$ cat config.mk
export PLATFORM = sky130hd
export DESIGN_NAME = spi_fifo_master
export DESIGN_NICKNAME = d
export VERILOG_FILES = /design/src/rtl/spi_fifo_pkg.sv /design/src/rtl/spi_fifo.sv /design/src/rtl/spi_shifter.sv /design/src/rtl/spi_fifo_master.sv
export SDC_FILE = /design/constraint.sdc
export NUM_CORES = 1
export LEC_CHECK = 0
export ABC_AREA = 1
export BUFFER_PORTS_ARGS = -buffer_cell sky130_fd_sc_hd__buf_2
export CORE_ASPECT_RATIO = 1.5
export CORE_MARGIN = 2
export CORE_UTILIZATION = 60
export CTS_BUF_LIST = sky130_fd_sc_hd__clkbuf_4
export CTS_CLUSTER_DIAMETER = 150
export DETAILED_ROUTE_END_ITERATION = 10
export PLACE_DENSITY_LB_ADDON = 0.25
export SLEW_MARGIN = 25
export SYNTH_ARGS = -nofsm -noshare
export SYNTH_HDL_FRONTEND = slang
export SYNTH_SLANG_ARGS = --single-unit
$ cat constraint.sdc
create_clock -name clk_i -period 4.4 [get_ports clk_i]
set_input_delay 0.88 -clock clk_i [delete_from_list [all_inputs] [get_ports clk_i]]
set_output_delay 0.88 -clock clk_i [all_outputs]
set_load 0.03 [all_outputs]
$ cat src/rtl/spi_fifo_pkg.sv
package spi_fifo_pkg;
  localparam logic [7:0] A_CTRL = 8'h60;
  localparam logic [7:0] A_STAT = 8'h64;
  localparam logic [7:0] A_TXD  = 8'h68;
  localparam logic [7:0] A_RXD  = 8'h6C;
  localparam logic [7:0] A_SSEL = 8'h70;

  localparam int C_EN = 1, C_MST = 2, C_CPOL = 3, C_CPHA = 4, C_TXCLR = 5;
  localparam int C_RXCLR = 6, C_MAN = 7, C_HOLD = 8, C_LSB = 9;

  localparam int S_RXE = 0, S_RXF = 1, S_TXE = 2, S_TXF = 3, S_MF = 4;
endpackage

$ cat src/rtl/spi_fifo.sv
module spi_fifo #(
  parameter int W     = 8,
  parameter int DEPTH = 4
) (
  input  logic         clk_i,
  input  logic         rst_ni,
  input  logic         clr_i,
  input  logic         push_i,
  input  logic [W-1:0] wdata_i,
  input  logic         pop_i,
  output logic [W-1:0] rdata_o,
  output logic         empty_o,
  output logic         full_o
);
  localparam int AW = (DEPTH > 1) ? $clog2(DEPTH) : 1;
  localparam int CW = $clog2(DEPTH + 1);

  logic [W-1:0]  mem_q [DEPTH];
  logic [AW-1:0] wp_q, rp_q;
  logic [CW-1:0] cnt_q;
  logic          do_push, do_pop;

  function automatic logic [AW-1:0] nxt(input logic [AW-1:0] p);
    return (p == AW'(DEPTH - 1)) ? '0 : p + 1'b1;
  endfunction

  assign empty_o = (cnt_q == '0);
  assign full_o  = (cnt_q == CW'(DEPTH));
  assign do_pop  = pop_i && !empty_o;
  assign do_push = push_i && (!full_o || do_pop);
  assign rdata_o = mem_q[rp_q];

  always_ff @(posedge clk_i or negedge rst_ni) begin
    if (!rst_ni) begin
      wp_q <= '0; rp_q <= '0; cnt_q <= '0;
    end else if (clr_i) begin
      wp_q <= '0; rp_q <= '0; cnt_q <= '0;
    end else begin
      if (do_push) wp_q <= nxt(wp_q);
      if (do_pop)  rp_q <= nxt(rp_q);
      case ({do_push, do_pop})
        2'b10:   cnt_q <= cnt_q + 1'b1;
        2'b01:   cnt_q <= cnt_q - 1'b1;
        default: cnt_q <= cnt_q;
      endcase
    end
  end

  always_ff @(posedge clk_i) begin
    if (do_push && !clr_i) mem_q[wp_q] <= wdata_i;
  end
endmodule

$ cat src/rtl/spi_shifter.sv
module spi_shifter #(
  parameter int W       = 8,
  parameter int CLK_DIV = 2
) (
  input  logic         clk_i,
  input  logic         rst_ni,
  input  logic         start_i,
  input  logic [W-1:0] word_i,
  input  logic         cpol_i,
  input  logic         cpha_i,
  input  logic         lsb_i,
  input  logic         miso_i,
  output logic         busy_o,
  output logic         done_o,
  output logic [W-1:0] rx_word_o,
  output logic         sclk_o,
  output logic         mosi_o
);
  localparam int EW = $clog2(2 * W);
  localparam int DW = (CLK_DIV > 1) ? $clog2(CLK_DIV) : 1;

  logic          busy_q, sclk_q, mosi_q;
  logic [DW-1:0] div_q;
  logic [EW-1:0] edge_q;
  logic [W-1:0]  tx_sr, rx_sr, rx_samp;
  logic          tick, lead, last, out_edge, samp_edge, nbit;

  function automatic logic [W-1:0] sh(input logic l, input logic [W-1:0] v);
    return l ? {1'b0, v[W-1:1]} : {v[W-2:0], 1'b0};
  endfunction

  assign tick      = busy_q && (div_q == DW'(CLK_DIV - 1));
  assign lead      = ~edge_q[0];
  assign last      = (edge_q == EW'(2 * W - 1));
  // phase 1 drives on leading edges; phase 0 drives at load and on trailing edges
  assign out_edge  = cpha_i ? lead : (!lead && !last);
  assign samp_edge = cpha_i ? !lead : lead;
  assign nbit      = lsb_i ? tx_sr[0] : tx_sr[W-1];
  assign rx_samp   = lsb_i ? {miso_i, rx_sr[W-1:1]} : {rx_sr[W-2:0], miso_i};

  assign busy_o    = busy_q;
  assign done_o    = tick && last;
  assign rx_word_o = cpha_i ? rx_samp : rx_sr;
  assign sclk_o    = sclk_q;
  assign mosi_o    = mosi_q;

  always_ff @(posedge clk_i or negedge rst_ni) begin
    if (!rst_ni) begin
      busy_q <= 1'b0; sclk_q <= 1'b0; mosi_q <= 1'b0;
      div_q  <= '0;   edge_q <= '0;   tx_sr  <= '0; rx_sr <= '0;
    end else if (!busy_q) begin
      sclk_q <= cpol_i;
      div_q  <= '0;
      edge_q <= '0;
      if (start_i) begin
        busy_q <= 1'b1;
        rx_sr  <= '0;
        if (cpha_i) begin
          tx_sr <= word_i;
        end else begin
          mosi_q <= lsb_i ? word_i[0] : word_i[W-1];
          tx_sr  <= sh(lsb_i, word_i);
        end
      end
    end else begin
      div_q <= tick ? '0 : div_q + 1'b1;
      if (tick) begin
        sclk_q <= ~sclk_q;
        edge_q <= edge_q + 1'b1;
        if (out_edge) begin
          mosi_q <= nbit;
          tx_sr  <= sh(lsb_i, tx_sr);
        end
        if (samp_edge) rx_sr <= rx_samp;
        if (last) busy_q <= 1'b0;
      end
    end
  end
endmodule

$ cat src/rtl/spi_fifo_master.sv
module spi_fifo_master
  import spi_fifo_pkg::*;
#(
  parameter int DATA_W     = 8,
  parameter int FIFO_DEPTH = 4,
  parameter int CLK_DIV    = 2,
  parameter int NUM_SS     = 4
) (
  input  logic              clk_i,
  input  logic              rst_ni,
  input  logic              req_i,
  input  logic              we_i,
  input  logic [7:0]        addr_i,
  input  logic [31:0]       wdata_i,
  output logic [31:0]       rdata_o,
  output logic              sclk_o,
  output logic              mosi_o,
  input  logic              miso_i,
  output logic [NUM_SS-1:0] ss_no,
  input  logic              mf_ni,
  output logic              tx_done_o,
  output logic              rx_ovr_o
);
  logic en_q, mst_q, cpol_q, cpha_q, man_q, hold_q, lsb_q, mf_q;
  logic [NUM_SS-1:0] ss_q;
  logic wr, rd, tx_clr, rx_clr, tx_push, tx_pop, rx_pop, start;
  logic tx_empty, tx_full, rx_empty, rx_full, busy, done;
  logic [DATA_W-1:0] tx_head, rx_head, rx_word;
  logic unused_wdata;

  assign unused_wdata = ^wdata_i;
  assign wr      = req_i && we_i;
  assign rd      = req_i && !we_i;
  assign tx_clr  = wr && (addr_i == A_CTRL) && wdata_i[C_TXCLR];
  assign rx_clr  = wr && (addr_i == A_CTRL) && wdata_i[C_RXCLR];
  assign tx_push = wr && (addr_i == A_TXD);
  assign rx_pop  = rd && (addr_i == A_RXD);
  assign start   = !busy && en_q && mst_q && !hold_q && !tx_empty;
  assign tx_pop  = start;

  always_ff @(posedge clk_i or negedge rst_ni) begin
    if (!rst_ni) begin
      {en_q, mst_q, cpol_q, cpha_q, man_q, lsb_q} <= '0;
      hold_q <= 1'b1;
      ss_q   <= '1;
      mf_q   <= 1'b0;
    end else begin
      if (wr && addr_i == A_CTRL) begin
        en_q   <= wdata_i[C_EN];   mst_q <= wdata_i[C_MST];
        cpol_q <= wdata_i[C_CPOL]; cpha_q <= wdata_i[C_CPHA];
        man_q  <= wdata_i[C_MAN];  hold_q <= wdata_i[C_HOLD];
        lsb_q  <= wdata_i[C_LSB];
      end
      if (wr && addr_i == A_SSEL) ss_q <= wdata_i[NUM_SS-1:0];
      mf_q <= (mf_q && !(rd && addr_i == A_STAT)) || (en_q && mst_q && !mf_ni);
    end
  end

  spi_fifo #(.W(DATA_W), .DEPTH(FIFO_DEPTH)) u_txf (
    .clk_i, .rst_ni, .clr_i(tx_clr), .push_i(tx_push), .wdata_i(wdata_i[DATA_W-1:0]),
    .pop_i(tx_pop), .rdata_o(tx_head), .empty_o(tx_empty), .full_o(tx_full));

  spi_fifo #(.W(DATA_W), .DEPTH(FIFO_DEPTH)) u_rxf (
    .clk_i, .rst_ni, .clr_i(rx_clr), .push_i(done), .wdata_i(rx_word),
    .pop_i(rx_pop), .rdata_o(rx_head), .empty_o(rx_empty), .full_o(rx_full));

  spi_shifter #(.W(DATA_W), .CLK_DIV(CLK_DIV)) u_shf (
    .clk_i, .rst_ni, .start_i(start), .word_i(tx_head), .cpol_i(cpol_q),
    .cpha_i(cpha_q), .lsb_i(lsb_q), .miso_i, .busy_o(busy), .done_o(done),
    .rx_word_o(rx_word), .sclk_o, .mosi_o);

  assign ss_no     = ((en_q && man_q) || busy) ? ss_q : '1;
  assign tx_done_o = done && tx_empty;
  assign rx_ovr_o  = done && rx_full && !rx_pop;

  always_comb begin
    rdata_o = '0;
    case (addr_i)
      A_CTRL: begin
        rdata_o[C_EN]   = en_q;   rdata_o[C_MST]  = mst_q;
        rdata_o[C_CPOL] = cpol_q; rdata_o[C_CPHA] = cpha_q;
        rdata_o[C_MAN]  = man_q;  rdata_o[C_HOLD] = hold_q;
        rdata_o[C_LSB]  = lsb_q;
      end
      A_STAT: begin
        rdata_o[S_RXE] = rx_empty; rdata_o[S_RXF] = rx_full;
        rdata_o[S_TXE] = tx_empty; rdata_o[S_TXF] = tx_full;
        rdata_o[S_MF]  = mf_q;
      end
      A_RXD:   rdata_o[DATA_W-1:0] = rx_empty ? '0 : rx_head;
      A_SSEL: begin
        rdata_o = '1;
        rdata_o[NUM_SS-1:0] = ss_q;
      end
      default: rdata_o = '0;
    endcase
  end
endmodule

# ---- Yosys cells after proc, flatten, opt, wreduce, memory -nomap -nowiden
# Memories as Yosys holds them, arrays and structs flattened.
# Index checks and enable logic that the tools add are counted.
dict set report totals {
  wordCells 174
  output_inout_bits 40
  mem_count 2
  ramBits 64
  input_bits 46
  regBits 50
}
dict set report op_classes {
  muxes 60
  n_reduce_logical 58
  bitwise 2
  n_eq_ne 20
  add_sub_neg 10
}
# memory depth word_bits rd rd_clocked_by_memory_dff write_ports line
set memory_table {}
lappend memory_table {u_rxf.mem_q 4 8 1 0 1 spi_fifo.sv:18} ;# logic [W-1:0] mem_q [DEPTH];
lappend memory_table {u_txf.mem_q 4 8 1 0 1 spi_fifo.sv:18}
# op count
set op_table {}
lappend op_table {{$mux 8} 14}
lappend op_table {{$eq 8x7->1 const B} 5}
lappend op_table {{$logic_and 1x1->1} 29}
lappend op_table {{$mux 2} 12}
lappend op_table {{$mux 22} 1}
lappend op_table {{$mux 1} 21}
lappend op_table {{$pmux 4 s4} 1}
lappend op_table {{$logic_not 1->1} 13}
lappend op_table {{$eq 2x2->1 const B} 6}
lappend op_table {{$mux 4} 3}
lappend op_table {{$pmux 3 s2} 2}
lappend op_table {{$reduce_bool 2->1} 5}
lappend op_table {{$add 2x1->2 const B} 4}
lappend op_table {{$pmux 2 s2} 2}
lappend op_table {{$add 3x1->3 const B} 2}
lappend op_table {{$eq 3x3->1 const B} 2}
lappend op_table {{$logic_not 3->1} 2}
lappend op_table {{$mux 3} 2}
lappend op_table {{$ne 2x2->1 const B} 3}
lappend op_table {{$pmux 1 s3} 2}
lappend op_table {{$reduce_and 3->1} 2}
lappend op_table {{$reduce_bool 3->1} 2}
lappend op_table {{$sub 3x1->3 const B} 2}
lappend op_table {{$add 4x1->4 const B} 1}
lappend op_table {{other kinds (7)} 12}

# ---- Logic depth before layout (Yosys ltp)
dict set report depth {
  word_depth 11
  depth_mapped 13
  depth_no_buf 13
}

# ---- By module
# Synthesis repeated with hierarchy kept, for this count alone.
dict set report hier_totals {
  cells_unflattened 705
  hier_area_um2 6223.5
}
# module n_inst area_per_inst_um2 cells_each
set by_module_without_submodules {}
lappend by_module_without_submodules {{spi_fifo at u_txf} 1 1706.6 143}
lappend by_module_without_submodules {{spi_fifo at u_rxf} 1 1694.1 146}
lappend by_module_without_submodules {spi_shifter 1 1610.3 234}
lappend by_module_without_submodules {spi_fifo_master 1 1212.4 182}

# ---- Worst setup path after synthesis
# Ideal clock, no wire load.
dict set report synth_timing {
  kind {input to output}
  start {input addr_i[7]}
  end {output rdata_o[5]}
  cell_stages 7
  t_required_ns 3.520
  slack_ns 1.361
  arrival_ns 2.159
  n_path_buf 0
  cell_sequence {inv_1 -> nand2_1 -> nor2_4 -> nand2_2 -> nor2_8 -> inv_1 -> o21ai_0}
}
dict set report synth_via {
  elab_chain_cells 2
}
# element line
set synth_rtl {}
lappend synth_rtl {{start, declared} spi_fifo_master.sv:13} ;# input logic [7:0] addr_i,
lappend synth_rtl {{$eq 8x7->1} spi_fifo_master.sv:78} ;# case (addr_i)
lappend synth_rtl {{$pmux 2 s2 *} spi_fifo_master.sv:78}
lappend synth_rtl {{end, declared} spi_fifo_master.sv:15} ;# output logic [31:0] rdata_o,
# Mark *: on every way between the ends. The rest lies on a longest branch, timed or not.

# ---- Worst setup path in the final report
dict set report layout_timing {
  start {input addr_i[1]}
  end {output rdata_o[1]}
}
dict set report layout_via {
  elab_chain_cells 2
}
# element line
set layout_rtl {}
lappend layout_rtl {{$eq 8x7->1} spi_fifo_master.sv:78}
lappend layout_rtl {{$pmux 4 s4 *} spi_fifo_master.sv:78}
# Marked as above.

==> impl_metrics.ini <==
[run_status]
status = completed

[floorplanning]
start_util_pct = 61.74
io_pins = 86
coreArea_um2 = 9689
fp.dieW_um = 85.53
rows = 44
dieArea_um2 = 10800
chipHeight_um = 126.3

[synth]
synth_top_area_cell = edfxtp_1
synth.avg_cell_area_um2 = 9.133
synth_top_family_by_area = simple AND/OR/NAND/NOR gates
synth-edff-count = 64
synthArstFlopShare_pct = 43.86
synth_nets = 714
synthMuxAreaShare_pct = 0.1882
synth_cell_type_count = 48
synth_top_area_share_pct = 32.13
yosysSeqAreaShare_pct = 53.15
synth_compound_area_share_pct = 11.13
synth-simple-area-share_pct = 22.76
synth_warnings = 0
synthFlopType = edfxtp_1
synthAdderAreaFrac_pct = 2.970
synthTopCellsByArea = edfxtp_1, dfrtp_1, nand2_1, o21ai_0, inv_1
synth_xor_area_share_pct = 0.4392
ys_ff_latch = 114
yosysMostFrequentCell = nand2_1
synthCells = 655
synth_common_cells = nand2_1, inv_1, nor2_1
netlist_area_um2 = 5982

[route]
post_drt_wl_per_cell_um = 15.38
drc = 0
avgViaCountPerCell = 5.525
first_pass_iters = 5
wirelength_um = 12720
drt_iter0_drc = 293
via_count = 4569
antenna_left = 0

[layout]
area_growth_pct = 7.174
antenna_cells = 0
drive_gt1_share_pct = 19.80
final_area_um2 = 6411
nets = 758
final_util_pct = 66.17

[power_and_ir_drop]
p_leak_nw = 2.886
pwr_density_cell_nw_per_um2 = 299.8
ir_worst_vdd_mv = 0.3160

[clocking]
clock_sinks = 114
cts_max_level = 4
cts_buffers = 17
clock_latency_ps = 500
cts_resized = 0
cts_tree = done
cts-root-buf = clkbuf_4
post_cts_buffers = 0
clock_path_buffers = 2
postCtsHoldBufs = 0
clk_pin_slew_ps = 110

[timing]
drv_slew = 0
slew_headroom_pct = 45.86
rsz0062_at_grt = no
fin_tns_setup_ps = 0
hold_viol = 0
fin_crit_sh_pct = 75.91
period_needed_ps = 3340
clock_skew_ps = 18.92
worst_slew_pin_slew_ps = 809.1
fmax_ghz = 0.2994
setup_viol = 0
fin_hold_ws_ps = 366.0

[global_routing]
globalRouteTotalUtil_pct = 25.10
grt_pass1_vias = 4478
grt.overflow.total = 0
grt_first_pass_wirelength_um = 21220
grt_max_degree = 51
antenna_found_initial = 0

[critical_path]
cp_num_buf_inv = 3
crit_path_start_kind = input pin
path_class = in -> out
path_cells = buf_2 -> nor2_2 -> nand2_1 -> nor2_2 -> nand2_1 -> inv_2 -> nand2_1 -> o2111ai_1 -> buf_2
critPathMaxStageDelay_ps = 380
endpoint_kind = primary output
cpMaxStageDelayCell = inv_2
worstPathRequired_ps = 3520
crit_fanout = 26
crit_path_frequent_cell = nand2_1
r2r_cells = 5
critPathTopFamily = buffers and inverters
path_depth = 9
arrival_ps = 2460

[place]
io_buffers = 63
place.gp.congestion = 0.8633
hpwl_um = 9265
place_area_um2 = 6173

[flow_run]
max-cap-violations = 0

[hold_path]
hold_class = in -> async
[layout make-up]
cell class / count / area [um2]
tap: 115 / 143.9
inverter: 76 / 290.3
timing repair buffer: 63 / 317.8
clock inverter: 13 / 95.09
fill: 823 / 3278
clock buffer: 19 / 142.6
sequential: 114 / 3179
multi-input combinational: 427 / 2242
[routing by layer]
metal | track usage [%] | up-vias | wire length [um]
met1 | 29.82 | 2140 | 4949
met3 | 5.791 | 24 | 645
met5 | 0 | - | 0
li1 | - | 2258 | -
met2 | 44.72 | 147 | 6923
met4 | 7.937 | 0 | 199
[cell families after synthesis]
family | after synthesis
buffers and inverters | 114
XOR/XNOR | 3
flip-flops | 114
AO/OA/AOI/OAI | 118
multiplexers | 1
AND/OR/NAND/NOR | 292
adder cells (fa/ha/maj) | 13
[power by group]
part,switching (mW),leakage [nW],total [mW],internal (mW)
Sequential,0.0164,1.22,1.15,1.14
Clock,0.383,0.141,0.665,0.282
Combinational,0.0695,1.53,0.104,0.0345
[per-stage QoR]
step	total power, mW	setup WS [ps]	std cells
floorplan	1.234	1361	655
global placement	1.273	1145	795
detailed placement	1.279	1074	795
CTS	1.936	1050	827
global route	1.995	848.6	827
finish	1.922	1060	827
[registers in the layout, indices dropped and copies added (netlist names), 2 cells and up]
signal,flops
u_txf.cnt_q,3
u_rxf.mem_q,32
u_shf.edge_q,4
u_rxf.cnt_q,3
u_shf.rx_sr,8
u_txf.wp_q,2
u_shf.tx_sr,8
u_rxf.rp_q,2
ss_q,4
u_txf.rp_q,2
u_rxf.wp_q,2
u_txf.mem_q,32
[placed cells by master (no fill, tap or decap), types with 3 or more instances in the layout]
cell       count
a21oi_1       20
buf_2         62
clkbuf_4      19
clkinv_2      12
dfrtp_1       45
dfstp_2        5
edfxtp_1      64
ha_1          11
inv_1         67
inv_2          5
nand2_1      152
nand2_2        7
nand3_1       36
nand3_2        3
nand3_4        3
nand4_1        5
nor2_1        65
nor2_2         5
nor3_1         3
o2111ai_1      4
o21ai_0       61
o21ai_1       12
o21ai_2        5
o22ai_1        7
[final timing paths]
path / startpoint / endpoint / slack, ps
hold / removal: rst_ni / u_rxf.cnt_q[2] / 370
hold reg to reg: ss_q[2] / ss_q[2] / 510
setup reg to reg: u_shf.busy_o / u_txf.mem_q[2][4] / 2050
max in group asynchronous: rst_ni / u_shf.rx_sr[3] / 3570
min in group clk_i: ss_q[2] / ss_q[2] / 510
setup / recovery: addr_i[1] / rdata_o[1] / 1060
No activity file was read; power rests on OpenSTA's default activity.
